### src/rtl/kwu_pkg.sv
package kwu_pkg;
  localparam int unsigned KW_N = 8;

  // Next latch vector: clear wipes everything, fresh events always survive.
  function automatic logic [KW_N-1:0] latch_next(
    input logic [KW_N-1:0] cur,
    input logic [KW_N-1:0] ev,
    input logic            clr
  );
    return (clr ? '0 : cur) | ev;
  endfunction

  // Next shared flag, same priority rule.
  function automatic logic flag_next(
    input logic cur,
    input logic any_ev,
    input logic clr
  );
    return (cur & ~clr) | any_ev;
  endfunction
endpackage

### src/rtl/kwu_sync.sv
module kwu_sync #(
  parameter int unsigned W      = 8,
  parameter int unsigned STAGES = 2
) (
  input  logic         clk,
  input  logic         rst_n,
  input  logic [W-1:0] d,
  output logic [W-1:0] q
);
  logic [W-1:0] stg [STAGES];

  always_ff @(posedge clk or negedge rst_n) begin
    if (!rst_n) stg[0] <= '1;
    else        stg[0] <= d;
  end

  for (genvar s = 1; s < STAGES; s++) begin : g_stage
    always_ff @(posedge clk or negedge rst_n) begin
      if (!rst_n) stg[s] <= '1;
      else        stg[s] <= stg[s-1];
    end
  end

  assign q = stg[STAGES-1];
endmodule

### src/rtl/kwu_fall_det.sv
module kwu_fall_det #(
  parameter int unsigned W = 8
) (
  input  logic         clk,
  input  logic         rst_n,
  input  logic [W-1:0] lvl,
  output logic [W-1:0] fall
);
  logic [W-1:0] prev_q;

  always_ff @(posedge clk or negedge rst_n) begin
    if (!rst_n) prev_q <= '1;
    else        prev_q <= lvl;
  end

  for (genvar i = 0; i < W; i++) begin : g_bit
    assign fall[i] = prev_q[i] & ~lvl[i];
  end
endmodule

### src/rtl/kwu_latch_bank.sv
module kwu_latch_bank
  import kwu_pkg::*;
(
  input  logic            clk,
  input  logic            rst_n,
  input  logic [KW_N-1:0] fall,
  input  logic [KW_N-1:0] mask,
  input  logic            clr,
  output logic [KW_N-1:0] set_vec,
  output logic [KW_N-1:0] latch_q,
  output logic            flag_q
);
  assign set_vec = fall & mask;

  always_ff @(posedge clk or negedge rst_n) begin
    if (!rst_n) begin
      latch_q <= '0;
      flag_q  <= 1'b0;
    end else begin
      latch_q <= latch_next(latch_q, set_vec, clr);
      flag_q  <= flag_next(flag_q, |set_vec, clr);
    end
  end
endmodule

### src/rtl/kwu_ctrl.sv
module kwu_ctrl
  import kwu_pkg::*;
#(
  parameter int unsigned SYNC_STAGES = 2
) (
  input  logic            clk,
  input  logic            rst_n,
  input  logic [KW_N-1:0] kw_pin,
  input  logic            mask_we,
  input  logic [KW_N-1:0] mask_wdata,
  input  logic            gen_we,
  input  logic            gen_wdata,
  input  logic            flag_clr,
  output logic            kw_flag,
  output logic            kw_irq,
  output logic [KW_N-1:0] kw_latch
);
  logic [KW_N-1:0] mask_q;
  logic            gen_q;
  logic [KW_N-1:0] pin_sync;
  logic [KW_N-1:0] fall_vec;
  logic [KW_N-1:0] set_vec;

  always_ff @(posedge clk or negedge rst_n) begin
    if (!rst_n) begin
      mask_q <= '0;
      gen_q  <= 1'b0;
    end else begin
      if (mask_we) mask_q <= mask_wdata;
      if (gen_we)  gen_q  <= gen_wdata;
    end
  end

  kwu_sync #(.W(KW_N), .STAGES(SYNC_STAGES)) u_sync (
    .clk(clk), .rst_n(rst_n), .d(kw_pin), .q(pin_sync)
  );

  kwu_fall_det #(.W(KW_N)) u_fall (
    .clk(clk), .rst_n(rst_n), .lvl(pin_sync), .fall(fall_vec)
  );

  kwu_latch_bank u_bank (
    .clk(clk), .rst_n(rst_n), .fall(fall_vec), .mask(mask_q),
    .clr(flag_clr), .set_vec(set_vec), .latch_q(kw_latch), .flag_q(kw_flag)
  );

  assign kw_irq = kw_flag & gen_q;
endmodule

### config.mk
export PLATFORM = sky130hd
export DESIGN_NAME = kwu_ctrl
export DESIGN_NICKNAME = d
export VERILOG_FILES = /design/src/rtl/kwu_pkg.sv /design/src/rtl/kwu_sync.sv /design/src/rtl/kwu_fall_det.sv /design/src/rtl/kwu_latch_bank.sv /design/src/rtl/kwu_ctrl.sv
export SDC_FILE = /design/constraint.sdc
export NUM_CORES = 1
export LEC_CHECK = 0
export CAP_MARGIN = 0
export CORE_MARGIN = 1
export CORE_UTILIZATION = 53
export CTS_BUF_LIST = sky130_fd_sc_hd__clkbuf_16
export DETAILED_ROUTE_END_ITERATION = 8
export GPL_TIMING_DRIVEN = 0
export MAX_ROUTING_LAYER = met4
export PLACE_DENSITY = 0.82
export SLEW_MARGIN = 20
export SYNTH_ARGS = -nofsm -noshare
export SYNTH_HDL_FRONTEND = slang
export SYNTH_HIERARCHICAL = 1
export SYNTH_SLANG_ARGS = --single-unit
### constraint.sdc
create_clock -name clk -period 1.9 [get_ports clk]
set_input_delay 0.285 -clock clk [delete_from_list [all_inputs] [get_ports clk]]
set_output_delay 0.285 -clock clk [all_outputs]
set_load 0.01 [all_outputs]
-- Word-level counts from Yosys, hierarchy flattened
Index checks and enable logic that the tools add are counted.
- output and inout port bits: 10
- register bits after elaboration: 42
- bits of input ports: 22
- bitwise operators: 22
- reduce and logical (&&, ||, !) cells: 1
- mux-type cells: 1
- operators by type and width (operator ; count):
    $and A1 B1 Y1 ; 10
    $not A1 Y1 ; 9
    $and A8 B8 Y8 ; 1
    $mux W8 ; 1
    $or A8 B8 Y8 ; 1
    $reduce_or A8 Y1 ; 1
    $or A1 B1 Y1 ; 1

-- Longest topological paths before layout
Gate-level depths: netlist of run 1.
- depth in word-level cells: 5
- gate-level depth with buffers: 5
- gate-level depth less buffers: 4

-- By module
The synthesis of run 1 kept the hierarchy.
- by module, submodules not included (module ; sequential area each (um^2) ; instances ; cells an instance ; area an instance (um^2)):
    kwu_sync ; 420.4 ; 1 ; 24 ; 480.5
    kwu_latch_bank ; 225.2 ; 1 ; 35 ; 382.9
    kwu_ctrl ; 225.2 ; 1 ; 20 ; 374.1
    kwu_fall_det ; 210.2 ; 1 ; 16 ; 320.3

-- Worst setup path after synthesis of run 1
No wires, ideal clock.
- path type: register to register
- start point: register u_sync.stg, in the netlist u_sync/q[4]
- end point: register u_bank.flag_q
- data arrival time: 1003 ps
- clock period less this slack: 1131 ps
- setup slack: 769 ps
- stages on the path, launching flop included: 6
- setup time: 128 ps
- cells stage by stage: dfstp_2 -> buf_4 -> nor2b_4 -> and2_4 -> nor3_2 -> nand3_1
- longest elaborated chain between the ends: 5
- RTL lines (element ; RTL line ; source):
    from (decl) ; kwu_sync.sv:10 ; logic [W-1:0] stg [STAGES];
    from (signal, indexed assignment) ; kwu_sync.sv:20 ; else stg[s] <= stg[s-1];
    $not A1 Y1 ; kwu_fall_det.sv:17 ; assign fall[i] = prev_q[i] & ~lvl[i];
    $and A1 B1 Y1 ; kwu_fall_det.sv:17 ;
    net fall_vec[4] ; kwu_ctrl.sv:21 ; logic [KW_N-1:0] fall_vec;
    $and A8 B8 Y8 ; kwu_latch_bank.sv:13 ; assign set_vec = fall & mask;
    net set_vec[4] ; kwu_ctrl.sv:22 ; logic [KW_N-1:0] set_vec;
    $reduce_or A8 Y1 ; kwu_latch_bank.sv:21 ; flag_q <= flag_next(flag_q, |set_vec, clr);
    $or A1 B1 Y1 ; kwu_pkg.sv:19 ; return (cur & ~clr) | any_ev;
    to (signal assigned) ; kwu_latch_bank.sv:21 ;
    to (decl) ; kwu_latch_bank.sv:11 ; output logic flag_q
The timed path passes the listed nets, and every way through them passes these cells.
A chain may end at the register's enable or synchronous reset.

-- Worst setup path after layout of run 1
- start point: register u_bank.flag_q
- end point: output port kw_irq
- longest elaborated chain between the ends: 1
- RTL lines (element ; RTL line ; source):
    $and A1 B1 Y1 ; kwu_ctrl.sv:47 ; assign kw_irq = kw_flag & gen_q;
    to (decl) ; kwu_ctrl.sv:15 ; output logic kw_irq,
Every way passes these cells.

==> impl_metrics.tcl, run 1 <==
set metrics [dict create \
    place_congestion 0.6980 \
    rsz0062_at_grt "false" \
    clk_latency_ps 280 \
    syn_to_final_growth_pct 33.98 \
    syn_area_um2 1558 \
    grt_util_all_layers_pct 19.48 \
    status "finished clean" \
    max_freq_mhz 632.8 \
    first_pass_iters 3 \
    wire_per_inst_um 15.02 \
    grt_pass1_wl_um 4195 \
    synth_edf_count 0 \
    max_stage_delay_ps 470 \
    dieArea_um2 3160 \
    hold_end "mask_q[2]" \
    synth_seq_area_share_pct 69.40 \
    port_buffers 30 \
    fillers 171 \
    slowest_stage "clkdlybuf4s50_1" \
    path_max_fanout 3 \
    regArea_um2 1081 \
    ant_nets 0 \
    ys.flop_type "dfstp_2" \
    cts.clk_slew.worst_paths_ps 60 \
    cts_setup_buffers 0 \
    slew_violations 0 \
    finalCriticalPeriod_ps 1580 \
    yosys.area.top_type_share_pct 40.48 \
    peakVddDrop_uv 1096 \
    ys_ff_latch 42 \
    post-route-period-util_pct 83.18 \
    die_h_um 56.22 \
    power_density_nw_per_um2 1027 \
    place_hpwl_um 1722 \
    layout.nets 156 \
    synthCells 95 \
    grt_pass1_vias 886 \
    setup-tns-final_ps 0 \
    relSlewSlack_pct 79.42 \
    synth.largest_area_cell "dfstp_2" \
    initial_core_util_pct 56.01 \
    multi_input_area_um2 382.9 \
    critPathCaptureType "output pin" \
    n_antenna_cell 0 \
    layout-drive-gt1-share_pct 48.15 \
    yosysMostFrequentCell "dfstp_2" \
    async_flop_share_pct 100.0 \
    clockRootBuffer "clkbuf_16" \
    hold_path_class "in2reg" \
    holdWs_ps 340.7 \
    clk_path_buf_depth 2 \
    routed_wl_um 2494 \
    cp.required_ps 1620 \
    p_leak_nw 1.000 \
    reg2reg_depth 5 \
    cts_sinks 42 \
    tritoncts "done" \
    synth_warnings 6 \
    avgSynthCellArea_um2 16.40 \
    hold_depth 2 \
    fp.dieW_um 56.22 \
    synth.top_cells.by_count "24 x dfstp_2, 18 x dfrtp_1, 8 x buf_4, 8 x mux2_4, 8 x nor2b_4" \
    synth.top_cells.by_area "dfstp_2 40%, dfrtp_1 29%, mux2_4 7.7%" \
    grt_max_degree 31 \
    cp_data_arrival_time_ps 1300 \
    synth_cell_type_count 18 \
    vias_per_cell 4.855 \
    reg2reg_slack_ps 720 \
    critPathKind "reg2out" \
    r2r_end "u_bank/flag_q" \
    cts_made_buffers 5 \
    overflow 0 \
    drt_iter0_drc 7 \
    crit_path_start_kind "register" \
    syn_nets 117 \
    antenna_found_initial 0 \
    htree_levels 2 \
    core_um2 2781 \
    setup_viol 0 \
    finalClockSkew_ps 6.106 \
    num_rows 19 \
    crit_chain "and2_1 -> clkdlybuf4s50_1" \
    ioPinCount 32 \
    utilization_pct 75.03 \
    min-delay-start "mask_we" \
    hold_viol_final 0 \
    drv_cap 0 \
    drc 0 \
    r2r_start "u_sync/q[4]" \
    vias 806 \
    tightest_slew_ps 308.7 \
]
-- power by group --
part           internal [mW]  leakage [nW]  switching, mW
registers              0.979         0.472         0.0306
clock network          0.565        0.0742          0.333
logic                  0.152         0.454         0.0832
-- cells in the final DEF (no fill, tap or decap) --
cell type | synthesis | layout
and2_1 | 2 | 2
nor2b_4 | 8 | 8
inv_2 | 1 | 1
dfrtp_1 | 18 | 18
nand3_1 | 1 | 1
clkdlybuf4s50_1 | 0 | 29
buf_6 | 1 | 1
dlygate4sd3_1 | 0 | 1
clkinvlp_4 | 0 | 2
nand2_1 | 5 | 5
dfstp_2 | 24 | 24
mux2_4 | 8 | 8
clkbuf_16 | 0 | 6
and4_1 | 1 | 1
inv_1 | 5 | 5
a21boi_0 | 1 | 1
and2_4 | 2 | 2
buf_12 | 0 | 1
buf_2 | 0 | 1
a21o_1 | 7 | 7
mux2_2 | 1 | 1
nor3_2 | 1 | 1
buf_4 | 8 | 8
a21o_2 | 1 | 1
-- cell type report --
class | count | area share [%]
repair buffers | 32 | 15.59
well taps | 31 | 1.859
clock buffers | 6 | 7.194
flip-flops and latches | 42 | 51.80
multi-input cells | 38 | 18.35
inverters | 6 | 1.079
clock inverters | 2 | 0.7194
plain buffers | 9 | 3.417
-- worst max-delay path, delay by kind of cell (launching register included) --
kind | cells | cell delay (ps)
DFF | 1 | 390
and+or+nand+nor | 1 | 160
buffers and inverters | 1 | 470
-- state kept, by name, indices dropped and copies added, names as in the netlist --
name	count
mask_q	8
u_bank/latch_q	8
u_fall/prev_q	8
u_sync/q	8
u_sync/stg	8
gen_q	1
u_bank/flag_q	1
-- metrics by stage --
stage | worst slack, ps | std cells | power, mW | cell area, µm²
floorplan | 768.8 | 95 | 1.129 | 1558
global placement | -343.0 | 156 | 1.242 | 1897
detailed placement | 625.1 | 157 | 1.260 | 1912
CTS | 314.7 | 166 | 2.169 | 2087
global route | 248.5 | 166 | 2.230 | 2087
finish | 319.6 | 166 | 2.144 | 2087
-- layer usage --
metal | wire [µm] | GRT usage [%] | share of wire [%] | up-vias
met1 | 934 | 19.84 | 37 | 407
met4 | 35 | 8.362 | 1.4 | 0
li1 | - | - | - | 373
met3 | 131 | 6.977 | 5.3 | 4
met5 | 0 | - | 0 | -
met2 | 1393 | 33.67 | 56 | 22
-- worst max-delay path by stage --
stage	end	from	depth (start not counted)
2_1_floorplan	u_bank/flag_q	u_sync/q[4]	5
3_3_place_gp	mask_q[1]	rst_n	1
3_5_place_dp	kw_irq	u_bank/flag_q	2
4_1_cts	kw_irq	u_bank/flag_q	2
5_1_grt	kw_irq	u_bank/flag_q	2
6_report	kw_irq	u_bank/flag_q	2
-- repair_timing --
action	4_1_cts	5_1_grt
hold buffers	1	0
setup endpoints to repair	0	0
endpoints found under the hold margin	8	0
gates resized for setup	0	0
-- cell families (layout without fill, tap and decap cells) --
logic type,Yosys count,after routing,synth area share (%)
mux,9,9,8.434
simple gates,20,20,11.73
flops,42,42,69.40
buf+inv,15,55,6.024
compound gates,9,9,4.418
(Power assumes the default switching activity.)
==> inputs of run 2 (changes only) <==
- CORE_UTILIZATION: 53 -> 49
- PLACE_DENSITY: 0.82 -> 0.77
- clock period: 1.9 -> 1.5 ns (I/O delays scaled with it)
==> impl_metrics.tcl, run 2 (synthesis gave the netlist of run 1 again) <==
set metrics [dict create \
    status "finished clean" \
    hold_viol_final 0 \
    num_rows 20 \
    vias_per_cell 4.594 \
    r2r_start "u_sync/q[4]" \
    final_common_cell "clkdlybuf4s50_1" \
    clockRootBuffer "clkbuf_16" \
    clkPwrFrac_pct 42.7 \
    seqPwrFrac_pct 46.4 \
    p_int_mw 2.214 \
    cp.required_ps 1270 \
    fillers 224 \
    crit_chain "clkdlybuf4s50_1" \
    tritoncts "done" \
    clk_latency_ps 280 \
    drt_iter0_drc 24 \
    cp_data_arrival_time_ps 1200 \
    reg2reg_slack_ps 310 \
    port_buffers 30 \
    hold_depth 2 \
    place_congestion 0.7406 \
    relSlewSlack_pct 68.37 \
    first_pass_iters 2 \
    layout_common_cells "28 x clkdlybuf4s50_1, 24 x dfstp_2, 18 x dfrtp_1, 9 x buf_4" \
    tightest_slew_ps 474.5 \
    setup_viol 0 \
    fp.dieW_um 58.39 \
    ant_nets 0 \
    power_density_nw_per_um2 1302 \
    syn_to_final_growth_pct 35.90 \
    initial_core_util_pct 51.45 \
    use_met1_pct 17.12 \
    r2r_end "u_bank/flag_q" \
    layout-drive-gt1-share_pct 48.53 \
    grt_util_all_layers_pct 16.70 \
    critPathKind "reg2out" \
    routed_wl_um 2334 \
    p_sw_mw 0.5425 \
    drc 0 \
    max_freq_mhz 702.1 \
    dieArea_um2 3409 \
    grt_pass1_wl_um 3843 \
    grt_busiest_layer "met2" \
    combPwrFrac_pct 10.9 \
    met3_usage_pct 6.813 \
    hold_end "mask_q[1]" \
    cts_sinks 42 \
    layout.nets 157 \
    grt_use_met2_pct 27.75 \
    hold_path_class "in2reg" \
    grt_pass1_vias 885 \
    overflow 0 \
    slowest_stage "clkdlybuf4s50_1" \
    ioPinCount 32 \
    peakVddDrop_uv 1159 \
    core_um2 3028 \
    cts_made_buffers 5 \
    grt_max_degree 24 \
    path_max_fanout 3 \
    wire_per_inst_um 12.97 \
    finalPower_mw 2.756 \
    post-route-period-util_pct 94.96 \
    cts.clk_slew.worst_paths_ps 60 \
    antenna_found_initial 0 \
    crit_path_start_kind "register" \
    rsz0062_at_grt "false" \
    drv_cap 0 \
    p_leak_nw 1.020 \
    holdWs_ps 284.4 \
    cpLargestDelayFamily "buffers and inverters" \
    die_h_um 58.39 \
    clk_path_buf_depth 2 \
    vias 827 \
    n_antenna_cell 0 \
    htree_levels 2 \
    max_stage_delay_ps 550 \
    finalClockSkew_ps 4.808 \
    reg2reg_depth 5 \
    slew_violations 0 \
    min-delay-start "mask_we" \
    swShare_pct 19.68 \
    finalCriticalPeriod_ps 1424 \
    worst-path-buf-inv 1 \
    critPathCaptureType "output pin" \
]
-- run 2: worst reg2reg max path, stage by stage, from the launching register on --
cell and delay, ps:
dfstp_2 510, buf_4 110, nor2b_4 30, and2_4 160, nor3_2 160, nand3_1 90
-- run 2: cell type report --
class                           count  area (µm²)  share of cell area [%]
Multi-Input combinational cell     38       382.9                   18.09
Timing Repair Buffer               33       339.1                   16.02
Clock buffer                        5       125.1                   5.910
Inverter                            6       22.52                   1.064
Clock inverter                      3       40.04                   1.891
Buffer                              9       71.32                   3.369
Sequential cell                    42        1081                   51.06
Tap cell                           44       55.05                   2.600
-- run 2: how the worst max path moves through the flow --
stage	startpoint	to	cells past startpoint
3_3_place_gp	rst_n	mask_q[6]	1
5_1_grt	u_bank/flag_q	kw_flag	1
4_1_cts	u_bank/flag_q	kw_flag	1
6_report	u_bank/flag_q	kw_flag	1
2_1_floorplan	u_sync/q[4]	u_bank/flag_q	5
3_5_place_dp	u_bank/flag_q	kw_irq	2
-- run 2: through the flow --
| stage | TNS [ps] | worst slack [ps] | std cells | instance area [µm²] | util [%] |
|---|---|---|---|---|---|
| after floorplan | 0 | 368.8 | 95 | 1558 | - |
| after global placement | -20800 | -705.8 | 169 | 1913 | 63.18 |
| after detailed placement | 0 | 261.6 | 170 | 1936 | 63.93 |
| after CTS | 0 | 69.10 | 180 | 2117 | 69.92 |
| after global routing | 0 | 32.14 | 180 | 2117 | 69.92 |
| final | 0 | 75.64 | 180 | 2117 | 69.92 |
-- run 2: layer usage --
layer / vias up / share of wire, %
met3: 6 / 6.6
met1: 420 / 39
met4: 0 / 2.3
met2: 26 / 52
li1: 375 / -
met5: - / 0
-- run 2: power groups by stage --
stage | Clock (mW) | Combinational [mW] | Sequential [mW]
3_3_place_gp | 0 | 0.283 | 1.29
5_1_grt | 1.25 | 0.324 | 1.29
3_5_place_dp | 0 | 0.300 | 1.30
6_report | 1.18 | 0.299 | 1.28
2_1_floorplan | 0 | 0.132 | 1.30
4_1_cts | 1.21 | 0.306 | 1.28
-- run 2: repair_timing --
action                     4_1_cts  5_1_grt
setup endpoints to repair        1        0
hold buffers                     1        0
hold endpoints to repair         6        0
buffers inserted                 1        0
resized for setup                1        0
